**src/rtl/burst_read_seq.sv**
```systemverilog
module burst_read_seq #(
  parameter int AW       = 8,
  parameter int DW       = 16,
  parameter int MAX_LAT  = 7,
  parameter int PAGE_LAT = 4
) (
  input  logic          clk,
  input  logic          rst_n,
  input  logic          cfg_we,
  input  logic [15:0]   cfg_data,
  input  logic          rd_en,
  input  logic          adv,
  input  logic [AW-1:0] addr_in,
  output logic [AW-1:0] mem_addr,
  input  logic [DW-1:0] mem_rdata,
  output logic [DW-1:0] dout,
  output logic          dout_valid,
  output logic          wait_o
);
  localparam logic [3:0] LAT_MAX4  = 4'(MAX_LAT);
  localparam logic [3:0] PAGE_LD   = 4'(PAGE_LAT - 1);
  localparam logic [AW-1:0] MASK8  = AW'(7);
  localparam logic [AW-1:0] MASK16 = AW'(15);

  logic          sync_q, wp_q, dh_q, wrap_q;
  logic [3:0]    lc_q, lat_q;
  logic [2:0]    bl_q, lo_q;
  logic [AW-1:0] addr_q;
  logic          active_q, valid_q, ph_q, end_q;

  wire unused_cfg = ^{cfg_data[15], cfg_data[8], cfg_data[6:3]};

  wire [3:0]    lat_eff   = (lc_q < 4'd2 || lc_q > LAT_MAX4) ? LAT_MAX4 : lc_q;
  wire          is16      = (bl_q == 3'b011);
  wire          do_wrap   = wrap_q && (bl_q == 3'b010 || is16);
  wire [AW-1:0] grp_mask  = is16 ? MASK16 : MASK8;
  wire [AW-1:0] inc_addr  = addr_q + AW'(1);
  wire [AW-1:0] next_addr = do_wrap ? ((addr_q & ~grp_mask) | (inc_addr & grp_mask)) : inc_addr;
  wire          at_top    = &addr_q;

  wire starting = sync_q && active_q && (!valid_q ? (lat_q == 4'd0) : (!ph_q && !end_q));
  wire stepping = starting ? !dh_q : (sync_q && active_q && valid_q && ph_q);

  always_ff @(posedge clk) begin
    if (!rst_n) begin
      sync_q <= 1'b0; lc_q <= 4'd7; wp_q <= 1'b1; dh_q <= 1'b1;
      wrap_q <= 1'b0; bl_q <= 3'b111;
      addr_q <= '0; lat_q <= '0; lo_q <= '0;
      active_q <= 1'b0; valid_q <= 1'b0; ph_q <= 1'b0; end_q <= 1'b0;
    end else begin
      lo_q <= addr_in[2:0];
      if (cfg_we) begin
        sync_q <= 1'b1;
        lc_q   <= cfg_data[14:11];
        wp_q   <= cfg_data[10];
        dh_q   <= cfg_data[9];
        wrap_q <= cfg_data[7];
        bl_q   <= cfg_data[2:0];
        active_q <= 1'b0; valid_q <= 1'b0;
      end else if (!rd_en) begin
        active_q <= 1'b0; valid_q <= 1'b0;
      end else if (adv) begin
        addr_q   <= addr_in;
        active_q <= 1'b1; valid_q <= 1'b0;
        ph_q     <= 1'b0; end_q <= 1'b0;
        lat_q    <= sync_q ? (lat_eff - 4'd1) : PAGE_LD;
      end else if (active_q) begin
        if (!valid_q) begin
          if (lat_q != 4'd0) lat_q <= lat_q - 4'd1;
          else begin valid_q <= 1'b1; ph_q <= dh_q; end
        end else if (sync_q) begin
          if (ph_q) ph_q <= 1'b0;
          else if (end_q) begin valid_q <= 1'b0; active_q <= 1'b0; end
          else ph_q <= dh_q;
        end
        if (stepping) begin
          if (!do_wrap && at_top) end_q <= 1'b1;
          else addr_q <= next_addr;
        end
      end
    end
  end

  assign mem_addr   = sync_q ? addr_q : {addr_q[AW-1:3], addr_in[2:0]};
  assign dout       = mem_rdata;
  assign dout_valid = valid_q && (sync_q || addr_in[2:0] == lo_q);
  assign wait_o     = (sync_q && rd_en && !dout_valid) ? wp_q : ~wp_q;

  a_r1_page_wait_idle: assert property (@(posedge clk) disable iff (!rst_n)
    !sync_q |-> (wait_o == ~wp_q));

  a_r4_step_one: assert property (@(posedge clk) disable iff (!rst_n)
    (sync_q && active_q && rd_en && !adv && !cfg_we && !do_wrap)
      |=> (addr_q == $past(addr_q)) || (addr_q == $past(addr_q) + AW'(1)));

  a_r4_hold_two: assert property (@(posedge clk) disable iff (!rst_n)
    (sync_q && dh_q && rd_en && !adv && !cfg_we && $rose(valid_q)) |=> valid_q);

  a_r5_wrap_group: assert property (@(posedge clk) disable iff (!rst_n)
    (sync_q && active_q && rd_en && !adv && !cfg_we && do_wrap)
      |=> ((addr_q | grp_mask) == ($past(addr_q) | grp_mask)));

  a_r7_wait_level: assert property (@(posedge clk) disable iff (!rst_n)
    (sync_q && rd_en) |-> ((wait_o == wp_q) != dout_valid));
endmodule

```
**config.mk**
```make
export PLATFORM = sky130hd
export DESIGN_NAME = burst_read_seq
export DESIGN_NICKNAME = d
export VERILOG_FILES = /design/src/rtl/burst_read_seq.sv
export SDC_FILE = /design/constraint.sdc
export NUM_CORES = 1
export LEC_CHECK = 0
export BUFFER_PORTS_ARGS = -buffer_cell sky130_fd_sc_hd__buf_2
export CORE_MARGIN = 10
export CORE_UTILIZATION = 52
export CTS_CLUSTER_SIZE = 8
export DETAILED_ROUTE_END_ITERATION = 10
export PLACE_DENSITY = 0.88
export SYNTH_ARGS = -nofsm -noshare
export SYNTH_HDL_FRONTEND = slang
export SYNTH_SLANG_ARGS = --single-unit
```
**constraint.sdc**
```tcl
create_clock -name clk -period 5.4 [get_ports clk]
set_input_delay 0.54 -clock clk [delete_from_list [all_inputs] [get_ports clk]]
set_output_delay 0.54 -clock clk [all_outputs]
set_load 0.02 [all_outputs]
```
---- Word level (Yosys, flattened, before mapping) ----
Index checks and enable logic that the tools add are counted.
storage, ports and cells
  bits of input ports ..................... 45
  flip-flop bits (word level) ............. 30
operators by class
  reduce and logical (&&, ||, !) cells .... 31
  add/subtract/negate cells ............... 3
  equality and inequality tests ........... 7
  magnitude comparators ................... 2
  bitwise gates (word level) .............. 8
  multiplexer cells ....................... 35
operators by type and width
  kind                                                 number
  two-way mux 8 bit                                    5
  two-way mux 4 bit                                    7
  two-way mux 1 bit                                    22
  AND reduction 5 bit                                  4
  logical AND 1 bit                                    10
  adder 8 x 1 -> 8 bit (second input constant)         1
  AND 8 x 4 -> 8 bit                                   1
  AND 8 bit                                            1
  NOT 4 -> 8 bit                                       1
  OR 8 bit                                             1
  AND reduction 8 bit                                  1
  nonzero test 2 bit                                   4
  subtractor 4 x 1 -> 4 bit (second input constant)    2
  == test 3 x 2 -> 1 bit (second input constant)       2
  != test 3 bit (second input constant)                2
  zero test 1 bit                                      5
  > comparator 4 x 3 -> 1 bit (second input constant)  1
  zero test 4 bit                                      1
  < comparator 4 x 2 -> 1 bit (second input constant)  1
  != test 2 bit (second input constant)                2
  NOT 1 bit                                            4
  nonzero test 4 bit                                   1
  OR reduction 4 bit                                   1
  == test 3 bit                                        1
  3 further kinds                                      5

---- Depth between registers and ports, before layout ----
Gate-level depths: netlist of the first run.
  depth in word-level cells ............... 10
  gate-level depth with buffers ........... 8
  gate-level depth less buffers ........... 7

---- Least setup slack after synthesis of the first run ----
No wires, ideal clock.
  path type ............................... input port to output port
  from .................................... input addr_in[2]
  to ...................................... output dout_valid
  buffers on the path ..................... 0
  arrival time ............................ 1.265 ns
  stages on the path ...................... 3
  required time ........................... 4.860 ns
  setup slack ............................. 3.595 ns
  cells stage by stage .................... xnor2_1 -> nand3_1 -> a21boi_0
between the ends
  word-level cells in the longest chain between the ends .. 3
RTL lines
  item                RTL line  RTL
  start: declaration  13        input logic [AW-1:0] addr_in,
  == test 3 bit       86        assign dout_valid = valid_q && (sync_q || addr_in[2:0] == lo_q);
  logical OR 1 bit    86
  logical AND 1 bit   86
  end: declaration    17        output logic dout_valid,
Every way passes these cells.

---- Worst setup path after layout of the first run ----
  from .................................... input adv
  to ...................................... register addr_q[0]
between the ends
  word-level cells in the longest chain between the ends .. 2
  elaborated cells on any way between the ends .. 5
RTL lines
  item                                                                         RTL line  RTL
  start: declaration                                                           12        input logic adv,
  != test 2 bit (no source line) / nonzero test 2 bit (equally long branches)  --
  AND reduction 5 bit (no source line)                                         --
  end signal: assignment                                                       63        addr_q <= addr_in;
  end signal: assignment                                                       78        else addr_q <= next_addr;
  end: declaration                                                             28        logic [AW-1:0] addr_q;
Parallel ways exist; a longest one is shown, timed or not.
A chain may end at the register's enable or synchronous reset.

==> impl_metrics.json, run 1 <==
{
  "status": "complete, no violations",
  "drc_errors": 0,
  "synth_top_area_share_pct": 33.0,
  "dr.pass1.iters": 4,
  "syn_nets": 260,
  "io_pins": 71,
  "cts_sinks": 30,
  "diodes": 0,
  "period_minus_slack_ns": 2.36,
  "synth_area_leaders": "dfxtp_1 33%, buf_4 8.7%, mux2i_1 7.7%",
  "cp_slowest_cell": "a211oi_2",
  "max_freq_ghz": 0.423,
  "cts_htree_levels": 2,
  "areaGrowthSynthToFinish_pct": 4.13,
  "drt-total-wl_mm": 3.98,
  "netlist_area_um2": 1820,
  "die_w_um": 79.2,
  "synth-async-reset-ratio_pct": 0,
  "io_buffers": 32,
  "path_class": "input port to flop",
  "finalHoldViolCount": 0,
  "period_share_pct": 43.7,
  "synth_cell_types": 51,
  "wl_per_cell_um": 14.9,
  "synth_area_leader_cell": "dfxtp_1",
  "num_rows": 21,
  "dieArea_um2": 6260,
  "crit_family": "compound AO/OA/AOI/OAI gates",
  "final_nets": 269,
  "fin_setup_tns_ns": 0,
  "clk_transition_reported_paths_ns": 0.10,
  "synth_enable_flop_cells": 0,
  "hpwl_mm": 2.95,
  "cts_tree": "yes",
  "cp.arrival_ns": 2.59,
  "clock_path_buffers": 2,
  "syn_inst": 211,
  "critPathBufInv": 2,
  "die_h_um": 79.2,
  "antenna_found_initial": 0,
  "crit_required_ns": 5.63,
  "post_cts_buffers": 0,
  "cts.repair.resized": 0,
  "grt_max_degree": 25,
  "hp-class": "input port to flop",
  "post-synth-top-count-cell": "dfxtp_1",
  "hold_buffers": 0,
  "ys_seq_area_share_pct": 33.0,
  "core_um2": 3360,
  "crit_chain": "buf_2, clkinv_1, a211oi_2, nor2_1, a211o_2",
  "drive_gt1_share_pct": 24.4,
  "fillers": 335,
  "setup_viol_count_final": 0,
  "power_density_nw_per_um2": 243,
  "cp_max_fo": 24,
  "skew_ns": 0.0129,
  "cts_root_buf": "clkbuf_4",
  "place_congestion": 0.848,
  "num_vias": 1515,
  "drt_iter0_drc": 112,
  "yosys_warnings": 0,
  "crit_path_start_kind": "input port",
  "grt_pass1_vias": 1555,
  "worst_pin_slew_ns": 0.903,
  "drv_slew": 0,
  "leakage_nw": 0.779,
  "seq_area_um2": 601,
  "multi_input_area_um2": 982,
  "grt_pass1_wl_mm": 7.08,
  "utilization_pct": 56.3,
  "grt_util_all_layers_pct": 13.6,
  "synth-main-ff-cell": "dfxtp_1",
  "ys_ff_latch": 30,
  "slowest_delay_ns": 0.84,
  "endpoint_kind": "flop",
  "start_util_pct": 54.1,
  "rsz0062_at_grt": "no",
  "grt_overflow": 0,
  "clk_latency_ns": 0.34,
  "avgViaCountPerCell": 5.67,
  "maxCapViolCount": 0,
  "avgSynthCellArea_um2": 8.62,
  "peakVddDrop_mv": 0.162,
  "cts_buffers": 5,
  "synthTopCellsByCount": "30 x dfxtp_1, 21 x buf_4, 19 x nand2_1, 16 x nor2_1, 14 x mux2i_1",
  "postRouteAntennaNets": 0,
  "relSlewSlack_pct": 39.7
}
[placed cells by master (no fill, tap or decap), types with 2 or more instances in the layout]
cell	n
mux2_2	4
clkbuf_4	5
a21oi_2	2
inv_1	7
xnor2_1	4
buf_2	32
and2_1	3
xor2_1	4
o211ai_1	2
a21boi_0	2
a22oi_1	2
mux2i_1	14
nor3b_1	3
a31oi_1	7
nand4_1	2
nand2_1	19
nor3_1	5
a21oi_1	9
o21ai_0	7
nand3_1	5
dfxtp_1	30
ha_1	4
nand3b_1	3
nor2_1	16
a211oi_1	3
[logic make-up (layout without fill, tap and decap cells)]
logic type | Yosys count | after routing | share of synthesized area [%]
AND/OR/NAND/NOR | 68 | 68 | 19.7
AO/OA/AOI/OAI | 45 | 45 | 17.5
buffers and inverters | 38 | 48 | 13.0
flip-flops | 30 | 30 | 33.0
multiplexers | 18 | 18 | 10.2
XOR/XNOR | 8 | 8 | 3.85
adder cells (fa/ha/maj) | 4 | 4 | 2.75
[layer usage]
metal / part of all wire, % / GRT usage [%] / routed length (µm) / up-vias
met5: 0 / 0 / 0 / -
met2: 43 / 20.6 / 1710 / 59
met3: 8.2 / 4.17 / 328 / 8
met4: 2.0 / 6.27 / 79 / 0
met1: 47 / 17.3 / 1870 / 689
li1: - / - / - / 759
[worst paths after layout]
path	start	to	slack [ns]	cells past startpoint
worst max-delay path	adv	addr_q[0]	3.04	5
worst min-delay path	cfg_data[10]	wp_q	0.41	3
worst max register to register	lat_q[0]	addr_q[0]	3.09	7
worst min register to register	dh_q	dh_q	0.48	2
[layout make-up]
class / instances / share of cell area [%]
clock buffer: 6 / 2.71
clock inverter: 2 / 0.661
inverter: 8 / 1.59
multi-input combinational: 143 / 51.8
sequential: 30 / 31.7
tap: 46 / 3.04
timing repair buffer: 32 / 8.45
[state kept, by name (all words and copies together) (netlist names), 3 cells and up, named ones only]
signal  count
addr_q      7
lo_q        3
bl_q        3
lc_q        4
lat_q       4
[metrics by stage]
step,hold slack [ns],instance area [µm²],total power [mW],worst slack [ns],cells
finish,0.412,1890,0.460,3.04,267
global route,0.416,1890,0.483,2.82,267
CTS,0.401,1890,0.462,3.10,267
detailed placement,0.461,1830,0.317,2.75,259
global placement,0.464,1830,0.315,2.75,259
floorplan,0.443,1820,0.313,3.59,211
[power by group]
group | switching [mW] | internal (mW)
Combinational | 0.0394 | 0.0334
Clock | 0.0847 | 0.0625
Sequential | 0.00939 | 0.231
Total | 0.134 | 0.327
[tightest hold or removal path, stage by stage]
cell and delay (ns):
buf_2 0.07, mux2i_1 0.05, nand2_1 0.06
Note: power is estimated with default switching activity, not from simulation.
==> run 2, diff against run 1 <==
--- a/config.mk
+++ b/config.mk
@@ -5,12 +5,13 @@
 export SDC_FILE = /design/constraint.sdc
 export NUM_CORES = 1
 export LEC_CHECK = 0
+export ABC_AREA = 1
 export BUFFER_PORTS_ARGS = -buffer_cell sky130_fd_sc_hd__buf_2
 export CORE_MARGIN = 10
-export CORE_UTILIZATION = 52
+export CORE_UTILIZATION = 49
 export CTS_CLUSTER_SIZE = 8
 export DETAILED_ROUTE_END_ITERATION = 10
-export PLACE_DENSITY = 0.88
+export PLACE_DENSITY = 0.83
 export SYNTH_ARGS = -nofsm -noshare
 export SYNTH_HDL_FRONTEND = slang
 export SYNTH_SLANG_ARGS = --single-unit
==> constraint.sdc (replaced) <==
create_clock -name clk -period 2.25 [get_ports clk]
set_input_delay 0.225 -clock clk [delete_from_list [all_inputs] [get_ports clk]]
set_output_delay 0.225 -clock clk [all_outputs]
set_load 0.02 [all_outputs]
==> run 2 against run 1 <==
Compared with the run above:
- synthesized cell count is 33% higher
- power grew to 2.8 times the previous value
- die area is 6.9% higher
- via count is 12% higher
- global-route usage is 0.41 points lower
- largest power group unchanged
- highest routed layer unchanged
- largest cell class unchanged
- clock skew is 0.0042 ns lower
- first-iteration DRC count is 19% lower
- worst hold slack worse by 0.28 ns
- setup slack worse by 2.4 ns
- area after synthesis is 3.0% higher
- core utilization is 1.6 points lower
- wire length is 2.0% higher
==> impl_metrics.json, run 2 <==
{
  "status": "complete, no violations",
  "num_vias": 1699,
  "leakage_nw": 1.01,
  "num_rows": 22,
  "synthXorXnorAreaFrac_pct": 3.74,
  "drt_iter0_drc": 91,
  "diodes": 0,
  "relSlewSlack_pct": 71.9,
  "io_pins": 71,
  "min_to": "lo_q[1]",
  "layout_commonest_cell": "nand2_1",
  "path_class": "flop to output port",
  "cp_slowest_cell": "dfxtp_1",
  "drv_slew": 0,
  "clk_latency_ns": 0.29,
  "rr_startpoint": "addr_q[0]",
  "dr.pass1.iters": 4,
  "antenna_found_initial": 0,
  "power_density_nw_per_um2": 634,
  "hpwl_mm": 3.04,
  "endpoint_kind": "output port",
  "cp_max_fo": 6,
  "drt-total-wl_mm": 4.06,
  "synth_top_family_by_area": "simple AND/OR/NAND/NOR gates",
  "die_w_um": 81.8,
  "crit_path_start_kind": "flop",
  "finalHoldViolCount": 0,
  "slowest_delay_ns": 0.43,
  "start_util_pct": 50.8,
  "grt_pass1_vias": 1592,
  "synth_area_leaders": "dfxtp_1 32%, nand2_1 14%, buf_4 8.4%",
  "r2r_end": "addr_q[6]",
  "netlist_area_um2": 1870,
  "fin_setup_tns_ns": 0,
  "grt_overflow": 0,
  "reg2reg_slack_ns": 0.66,
  "min-delay-start": "addr_in[1]",
  "wl_per_cell_um": 12.0,
  "largest_register_ffs": 7,
  "setup_viol_count_final": 0,
  "avgSynthCellArea_um2": 6.69,
  "synth_compound_area_share_pct": 14.9,
  "cts_sinks": 30,
  "post-synth-top-count-cell": "nand2_1",
  "r2r_cells": 10,
  "max_freq_ghz": 0.604,
  "crit_required_ns": 2.03,
  "power_frac_clock_pct": 40.6,
  "drive_gt1_share_pct": 17.1,
  "critPathBufInv": 2,
  "cts.repair.resized": 0,
  "synth_enable_flop_cells": 0,
  "synth_top_area_share_pct": 32.1,
  "synth_area_leader_cell": "dfxtp_1",
  "fillers": 378,
  "worst_pin_slew_ns": 0.422,
  "crit_family": "flip-flops",
  "cts_root_buf": "clkbuf_8",
  "ys_seq_area_share_pct": 32.1,
  "postRouteAntennaNets": 0,
  "reg.largest.list": "addr_q (7), lat_q (4), lc_q (4)",
  "drc_errors": 0,
  "period_share_pct": 73.5,
  "synth-async-reset-ratio_pct": 0,
  "crit_chain": "inv_2, o41ai_1, buf_2",
  "cts_htree_levels": 2,
  "yosys_warnings": 0,
  "synthSimpleGateAreaFrac_pct": 29.7,
  "syn_nets": 329,
  "switching_share_pct": 26.9,
  "seq_area_um2": 601,
  "largest-register": "addr_q",
  "intPower_mw": 0.934,
  "maxCapViolCount": 0,
  "core_um2": 3690,
  "peakVddDrop_mv": 0.381,
  "grt_util_all_layers_pct": 13.2,
  "skew_ns": 0.00870,
  "cp.arrival_ns": 1.43,
  "pwr-share-comb_pct": 14.3,
  "cts_buffers": 5,
  "clk_transition_reported_paths_ns": 0.06,
  "multi_input_area_um2": 955,
  "post_cts_buffers": 0,
  "die_h_um": 81.8,
  "synth_cell_types": 30,
  "synthTopCellsByCount": "68 x nand2_1, 33 x inv_1, 30 x dfxtp_1, 27 x nor2_1, 22 x o21ai_0",
  "seq_power_share_pct": 45.1,
  "place_congestion": 0.911,
  "hp-class": "input port to flop",
  "utilization_pct": 54.7,
  "hold_buffers": 0,
  "synth_fa_ha_area_share_pct": 2.67,
  "avgViaCountPerCell": 5.00,
  "rsz0062_at_grt": "no",
  "period_minus_slack_ns": 1.65,
  "power_mw": 1.28,
  "p_switching_mw": 0.345,
  "clock_path_buffers": 2,
  "final_nets": 340,
  "grt_pass1_wl_mm": 7.09,
  "cts_tree": "yes",
  "areaGrowthSynthToFinish_pct": 7.68,
  "dieArea_um2": 6700,
  "synthMuxAreaShare_pct": 0,
  "syn_inst": 280,
  "io_buffers": 32,
  "grt_max_degree": 25,
  "synth-main-ff-cell": "dfxtp_1",
  "whs_path_depth": 3,
  "layout_common_cells": "68 x nand2_1, 33 x inv_1, 32 x buf_2",
  "ys_ff_latch": 30
}
## run 2: cell types whose count changed in the layout (fill, tap and decap cells not counted), moves of 11 or more
cell	change
nand3_1	+14
nor2_1	+11
mux2i_1	-14
nand2_1	+49
inv_1	+26
o21ai_0	+15
## run 2: worst reg2reg max path: stages (launching register included)
cell and delay, ns:
dfxtp_1 0.39, ha_1 0.20, nand2_1 0.08, nor2_2 0.16, nand3_1 0.12, inv_1 0.09, nand2_1 0.10, nand4_4 0.17
nand2_1 0.07, nand2_1 0.06, nor2_1 0.04
## run 2: how the worst max path moves through the flow
stage	slack [ns]	depth (start not counted)	endpoint	from
3_5_place_dp	0.54	9	addr_q[2]	cfg_we
6_report	0.60	3	dout_valid	valid_q
5_1_grt	0.47	9	addr_q[1]	addr_q[0]
3_3_place_gp	0.57	9	addr_q[2]	cfg_we
4_1_cts	0.60	3	dout_valid	valid_q
2_1_floorplan	0.72	2	dout_valid	valid_q
## run 2: cells by family (layout without fill, tap and decap cells)
logic type	after synthesis	after routing
AOI/OAI and AO/OA	47	47
xor gates and xnor gates	8	8
adders and majority gates	4	4
buffers and inverters	63	75
DFF	30	30
and+or+nand+nor	128	128
## run 2: per-stage QoR
step / cell area (µm²) / worst slack [ns] / hold WS [ns] / std cells
floorplan: 1870 / 0.724 / 0.318 / 280
finish: 2020 / 0.595 / 0.134 / 340
global placement: 1910 / 0.568 / 0.417 / 332
detailed placement: 1910 / 0.539 / 0.423 / 332
CTS: 2020 / 0.603 / 0.128 / 340
global route: 2020 / 0.474 / 0.147 / 340
## run 2: metal layers
layer	routed length, µm	vias up	GRT usage (%)
met1	1850	743	15.9
met3	294	6	4.26
met5	0	-	0
met2	1840	49	21.0
li1	-	901	-
met4	78	0	6.12
## run 2: power by group through the flow
stage | logic, mW | clock network (mW) | registers [mW]
after detailed placement | 0.183 | 0 | 0.589
final | 0.182 | 0.520 | 0.577
after CTS | 0.184 | 0.522 | 0.577
after global routing | 0.214 | 0.553 | 0.581
after floorplan | 0.177 | 0 | 0.582
after global placement | 0.180 | 0 | 0.588
## run 2: area by class of cell
type / count / area share (%)
multi-input cells: 187 / 47.3
flip-flops and latches: 30 / 29.8
repair buffers: 32 / 7.94
inverters: 35 / 6.51
clock buffers: 8 / 5.46
well taps: 48 / 2.98
==> run 3, diff against run 2 <==
==> constraint.sdc (replaced) <==
create_clock -name clk -period 1.7 [get_ports clk]
set_input_delay 0.17 -clock clk [delete_from_list [all_inputs] [get_ports clk]]
set_output_delay 0.17 -clock clk [all_outputs]
set_load 0.02 [all_outputs]
==> run 3 against run 2 <==
Compared with the run above:
- combinational power up 43%
- worst hold slack got worse by 0.058 ns
- sequential cell count did not move
- die area is the same
- power is 27% higher
- core utilization grew 1.1 points
- setup slack worse by 0.46 ns
- clock skew down 0.0041 ns
- sequential share of layout area down 0.48 points
- first-iteration DRC count increased by 44%
==> impl_metrics.json, run 3 (synthesis results as in run 2) <==
{
  "whs_path_depth": 3,
  "worst_pin_slew_ns": 0.380,
  "io_buffers": 32,
  "areaGrowthSynthToFinish_pct": 9.89,
  "drt_iter0_drc": 131,
  "place_area_um2": 1940,
  "min-delay-start": "addr_in[1]",
  "path_class": "flop to output port",
  "hp-class": "input port to flop",
  "status": "complete, no violations",
  "drive_gt1_share_pct": 19.9,
  "rr_startpoint": "addr_q[0]",
  "whs_ns": 0.0761,
  "largest-register": "addr_q",
  "relSlewSlack_pct": 74.6,
  "cts.repair.resized": 0,
  "grt_overflow": 0,
  "r2r_end": "addr_q[6]",
  "power_mw": 1.63,
  "start_util_pct": 50.8,
  "finalHoldViolCount": 0,
  "cts_tree": "yes",
  "period_share_pct": 91.9,
  "cts_sinks": 30,
  "largest_register_ffs": 7,
  "num_vias": 1790,
  "dp_cells": 336,
  "clock_path_buffers": 2,
  "core_um2": 3690,
  "grt_pass1_wl_mm": 7.29,
  "cts_root_buf": "clkbuf_8",
  "drv_slew": 0,
  "layout_common_cells": "67 x nand2_1, 33 x inv_1, 32 x buf_2",
  "wl_per_cell_um": 12.8,
  "max_freq_ghz": 0.640,
  "peakVddDrop_mv": 0.479,
  "fin_cells": 344,
  "layout_commonest_cell": "nand2_1",
  "die_h_um": 81.8,
  "skew_ns": 0.00460,
  "postRouteAntennaNets": 0,
  "rsz0062_at_grt": "no",
  "cp.arrival_ns": 1.39,
  "reg.largest.list": "addr_q (7), lat_q (4), lc_q (4)",
  "drc_errors": 0,
  "r2r_cells": 10,
  "io_pins": 71,
  "num_rows": 22,
  "drt-total-wl_mm": 4.40,
  "antenna_found_initial": 0,
  "endpoint_kind": "output port",
  "setup.worst_path.start": "valid_q",
  "clk_transition_reported_paths_ns": 0.07,
  "avgViaCountPerCell": 5.20,
  "maxCapViolCount": 0,
  "leakage_nw": 1.02,
  "grt_util_all_layers_pct": 13.8,
  "post_cts_buffers": 0,
  "place_congestion": 0.895,
  "grt_pass1_vias": 1630,
  "setup_viol_count_final": 0,
  "cts_buffers": 5,
  "period_minus_slack_ns": 1.56,
  "hold_buffers": 0,
  "power_density_nw_per_um2": 791,
  "post-route-cell-area_um2": 2060,
  "min_to": "lo_q[1]",
  "die_w_um": 81.8,
  "grt_max_degree": 18,
  "reg2reg_slack_ns": 0.16,
  "diodes": 0,
  "clk_latency_ns": 0.29,
  "crit_required_ns": 1.53,
  "dieArea_um2": 6700,
  "cp_max_fo": 6,
  "cts_htree_levels": 2,
  "fin_setup_tns_ns": 0,
  "hpwl_mm": 3.34,
  "final_nets": 344,
  "crit_path_start_kind": "flop",
  "dr.pass1.iters": 4
}
run 3: power by group:
| part | internal, mW | switching (mW) | total (mW) |
|---|---|---|---|
| sequential | 0.738 | 0.0236 | 0.762 |
| clock | 0.326 | 0.278 | 0.604 |
| combinational | 0.0983 | 0.163 | 0.261 |
run 3: worst max-delay path, cell delays in order, from the launching register on:
cell	delay [ns]
dfxtp_1	0.42
inv_2	0.11
o41ai_1	0.35
buf_2	0.22
run 3: layout make-up:
| cell class | instances | area (µm²) |
|---|---|---|
| clock inverters | 1 | 5.00 |
| flip-flops and latches | 30 | 603 |
| inverters | 35 | 131 |
| multi-input cells | 187 | 982 |
| repair buffers | 36 | 190 |
| well taps | 48 | 60.1 |
| fillers | 377 | 1630 |
| clock buffers | 7 | 86.3 |
run 3: worst max-delay path by stage:
stage	endpoint	cells after the start
6_report	dout_valid	3
5_1_grt	addr_q[6]	10
4_1_cts	addr_q[2]	10
3_5_place_dp	addr_q[2]	10
3_3_place_gp	addr_q[6]	10
2_1_floorplan	dout_valid	2
run 3: per-stage QoR:
step / utilization, % / worst slack (ns)
after floorplan: - / 0.229
after global placement: 52.5 / 0.164
after detailed placement: 52.5 / 0.138
after CTS: 55.0 / 0.111
after global routing: 55.8 / 0.000663
final: 55.8 / 0.138
run 3: routing by layer:
metal  part of all wire (%)  track usage (%)  routed length [µm]
met5                      0                0                   0
met4                    2.2             6.63                  95
met1                     44             15.8                1920
met3                    6.3             3.82                 277
met2                     48             23.2                2100
